==> config.mk <==
export PLATFORM = sky130hd
export DESIGN_NAME = lockout_seq_rec
export DESIGN_NICKNAME = d
export VERILOG_FILES = /design/src/rtl/lockout_seq_pkg.sv /design/src/rtl/lockout_seq_next.sv /design/src/rtl/lockout_seq_state.sv /design/src/rtl/lockout_seq_out.sv /design/src/rtl/lockout_seq_rec.sv
export SDC_FILE = /design/constraint.sdc
export NUM_CORES = 1
export LEC_CHECK = 0
export ABC_AREA = 0
export BUFFER_PORTS_ARGS = -buffer_cell sky130_fd_sc_hd__buf_2
export CORE_AREA = 2 2 39 41
export DETAILED_ROUTE_END_ITERATION = 8
export DIE_AREA = 0 0 41 43
export GPL_TIMING_DRIVEN = 0
export SLEW_MARGIN = 20
export SYNTH_ARGS = -nofsm -noshare
export SYNTH_HDL_FRONTEND = slang
export SYNTH_SLANG_ARGS = --single-unit
==> constraint.sdc <==
create_clock -name clk -period 1.2 [get_ports clk]
set_input_delay 0.12 -clock clk [delete_from_list [all_inputs] [get_ports clk]]
set_output_delay 0.12 -clock clk [all_outputs]
set_load 0.01 [all_outputs]
==> src/rtl/lockout_seq_pkg.sv <==
package lockout_seq_pkg;

   // Recognizer states: names show the relevant suffix of the stream
   typedef enum logic [2:0] {
      ST_IDLE = 3'd0,
      ST_Z    = 3'd1,   // ...0, no 1 seen yet
      ST_ZO   = 3'd2,   // ...01
      ST_ZOZ  = 3'd3,   // ...010, flag state
      ST_O    = 3'd4,   // ...1, not part of 01
      ST_OZ   = 3'd5,   // ...10
      ST_DEAD = 3'd6    // lockout pattern seen
   } rec_state_e;

   localparam int unsigned STATE_W = $bits(rec_state_e);

endpackage

==> src/rtl/lockout_seq_next.sv <==
module lockout_seq_next
   import lockout_seq_pkg::*;
(
   input  rec_state_e cur_i,
   input  logic       bit_i,
   output rec_state_e nxt_o
);

   always_comb begin
      nxt_o = cur_i;
      unique case (cur_i)
         ST_IDLE: nxt_o = bit_i ? ST_O  : ST_Z;
         ST_Z:    nxt_o = bit_i ? ST_ZO : ST_Z;
         ST_ZO:   nxt_o = bit_i ? ST_O  : ST_ZOZ;
         ST_ZOZ:  nxt_o = bit_i ? ST_ZO : ST_DEAD;
         ST_O:    nxt_o = bit_i ? ST_O  : ST_OZ;
         ST_OZ:   nxt_o = bit_i ? ST_ZO : ST_DEAD;
         ST_DEAD: nxt_o = ST_DEAD;
         default: nxt_o = ST_IDLE;
      endcase
   end

endmodule

==> src/rtl/lockout_seq_state.sv <==
module lockout_seq_state
   import lockout_seq_pkg::*;
(
   input  logic       clk,
   input  logic       rst,
   input  rec_state_e nxt_i,
   output rec_state_e cur_o
);

   always_ff @(posedge clk) begin
      if (rst) cur_o <= ST_IDLE;
      else     cur_o <= nxt_i;
   end

endmodule

==> src/rtl/lockout_seq_out.sv <==
module lockout_seq_out
   import lockout_seq_pkg::*;
(
   input  rec_state_e cur_i,
   output logic       flag_o
);

   always_comb flag_o = (cur_i == ST_ZOZ);

endmodule

==> src/rtl/lockout_seq_rec.sv <==
module lockout_seq_rec
   import lockout_seq_pkg::*;
(
   input  logic clk,
   input  logic rst,
   input  logic bit_i,
   output logic match_o
);

   initial begin
      if (STATE_W < 3) $error("state register too narrow for seven states");
   end

   rec_state_e cur_st;
   rec_state_e nxt_st;

   lockout_seq_next i_next (
      .cur_i (cur_st),
      .bit_i (bit_i),
      .nxt_o (nxt_st)
   );

   lockout_seq_state i_state (
      .clk   (clk),
      .rst   (rst),
      .nxt_i (nxt_st),
      .cur_o (cur_st)
   );

   lockout_seq_out i_out (
      .cur_i  (cur_st),
      .flag_o (match_o)
   );

endmodule

==> reports/metrics.yaml <==
run_status:
  status: "completed"
power:
  p_int_w: 0.000243
  p_sw_share_pct: 22.2
  irDropWorstVdd_v: 0.000298
  comb_power_share_pct: 6.4
  powerDensity_nw_per_um2: 1640
  p_switching_w: 0.0000695
  static-leakage-power_nw: 0.0749
  pwr-share-clk_pct: 56.4
  power_frac_seq_pct: 37.2
final_layout:
  largest_reg_flops: 3
  nets: 25
  antenna_cells: 0
  top_register: "i_state.cur_o"
  final_layout_size_suffix_gt1_share_pct: 28.6
  area_growth_pct: 47.6
  reg.largest.list: "i_state.cur_o (3)"
grt:
  use_met1_pct: 1.92
  met2_usage_pct: 4.38
  grt_pass1_wl_um: 331
  grt_busiest_layer: "met4"
  grt_pass1_vias: 111
  grt_max_degree: 7
  grt_overflow: 0
  met3_usage_pct: 3.14
  gr-usage-all-layers_pct: 3.81
  antenna_found_initial: 0
timing:
  tightest_slew_ns: 0.299
  fin_crit_sh_pct: 84.6
  slew_viol_final: 0
  finClkSkew_ns: 0.00168
  setup_viol: 0
  setup_tns_ns: 0
  max_freq_ghz: 0.985
  hold_viol: 0
  rsz0062_at_grt: "no"
  period_minus_slack_ns: 1.02
  relSlewSlack_pct: 80.0
  worst_hold_slack_ns: 0.0899
synth:
  synth_compound_area_share_pct: 17.5
  async_flop_share_pct: 0
  synth-edff-count: 0
  synth-simple-area-share_pct: 28.2
  yosysSeqAreaShare_pct: 46.6
  synth_area_sq_um: 129
  synthMostInstantiatedCell: "dfxtp_1"
  synth_mux_area_share_pct: 0
  syn_avg_cell_area_sq_um: 9.21
  synth_top_cells_by_area: "dfxtp_1, a2111oi_1, maj3_1, nor3_1, a211oi_1"
  netlist-cell-type-count: 11
  netlist_instances: 14
  yosysTopAreaCell: "dfxtp_1"
  syn-num-nets: 17
  synth_fa_ha_area_share_pct: 7.77
  yosysWarningCount: 0
  synth_xor_area_share_pct: 0
  post-synth-top-area-fraction_pct: 46.6
  ys_ff_latch: 3
  synth_commonest_cells: "dfxtp_1, nor3_1"
  synth_top_family_by_area: "simple AND/OR/NAND/NOR gates"
  ys.flop_type: "dfxtp_1"
setup_path:
  arrival_ns: 0.90
  max_stage_delay_ns: 0.39
  slowest_stage: "dfxtp_1"
  crit_path_max_fanout: 6
  worstSetupStartpointType: "register"
  crit_type: "register to output port"
  cp_cell_sequence: "nand2_1, nor2_1, buf_2"
  endpoint_kind: "output port"
  worstPathRequired_ns: 1.08
detailed_routing:
  vias_per_cell: 3.51
  drt-total-wl_um: 266
  wl_per_cell_um: 7.19
  vias: 130
  drc_errors: 0
  drtPass1Iterations: 1
  antenna_left: 0
  drt_first_iter_violations: 0
placement:
  gp_congestion: 0.606
  portBuffers: 3
floorplanning:
  die_y_um: 43
  die_area_sq_um: 1760
  start_util_pct: 9.31
  die_w_um: 41
  io_pins: 4
  rows: 14
  coreArea_sq_um: 1380
clock_tree:
  clk_latency_ns: 0.23
  htreeDepth: 1
  cts_tree: "built"
  clock-sinks: 3
  cts_setup_buffers: 0
  clockRootBuffer: "clkbuf_4"
  ctsResizeCount: 0
  postCtsHoldBufs: 0
  clk_pin_slew_ns: 0.04
  clockBufferDepth: 2
  numCtsBuffers: 3
flow_run:
  maxCapViolCount: 0
hold_path:
  hold_path.class: "input pin to register"
logic make-up after synthesis:
logic type | Yosys count
simple gates | 7
compound gates | 3
flops | 3
fa+ha+maj | 1
cell usage in the layout, fill, tap and decap left out, types with 2 or more instances in the layout:
cell and instances:
buf_2 3, clkbuf_4 3, dfxtp_1 3, nor3_1 2
metrics by stage:
| stage | cells | total power [W] | area (sq um) | util, % | setup slack [ns] |
|---|---|---|---|---|---|
| final | 37 | 0.000312 | 190 | 13.7 | 0.184 |
| after global routing | 37 | 0.000331 | 190 | 13.7 | 0.135 |
| after CTS | 37 | 0.000325 | 190 | 13.7 | 0.162 |
| after detailed placement | 33 | 0.000138 | 164 | 11.8 | 0.265 |
| after global placement | 33 | 0.000138 | 164 | 11.8 | 0.265 |
| after floorplan | 14 | 0.000128 | 129 | - | 0.356 |
worst max-delay path, delay by kind of cell, from the launching register on:
kind / cells / cell delay [ns]
AND/OR/NAND/NOR: 2 / 0.14
buffers and inverters: 1 / 0.13
flip-flops: 1 / 0.39
path summary, 6_finish.rpt:
path / start / end / slack (ns) / cells after the start
setup / recovery: i_state.cur_o[1] / match_o / 0.18 / 3
setup reg to reg: i_state.cur_o[1] / i_state.cur_o[2] / 0.29 / 2
hold / removal: rst / i_state.cur_o[0] / 0.09 / 2
hold reg to reg: i_state.cur_o[0] / i_state.cur_o[2] / 0.54 / 1
cell type report:
type | count | area (sq um)
fillers | 169 | 1190
multi-input cells | 11 | 68.8
clock buffers | 4 | 26.3
flip-flops and latches | 3 | 60.1
repair buffers | 3 | 15.0
well taps | 16 | 20.0
metal layers:
| layer | vias up | wire, um |
|---|---|---|
| met1 | 58 | 94 |
| met3 | 2 | 34 |
| met4 | 0 | 4 |
| li1 | 67 | - |
| met2 | 3 | 133 |
| met5 | - | 0 |
power groups by stage:
stage,Combinational [W],Sequential [W],Clock [W]
6_report,0.0000199,0.000116,0.000176
3_3_place_gp,0.0000202,0.000117,0
4_1_cts,0.0000205,0.000116,0.000189
3_5_place_dp,0.0000204,0.000118,0
5_1_grt,0.0000226,0.000117,0.000192
2_1_floorplan,0.0000127,0.000116,0
Note: power is estimated with default switching activity, not from simulation.
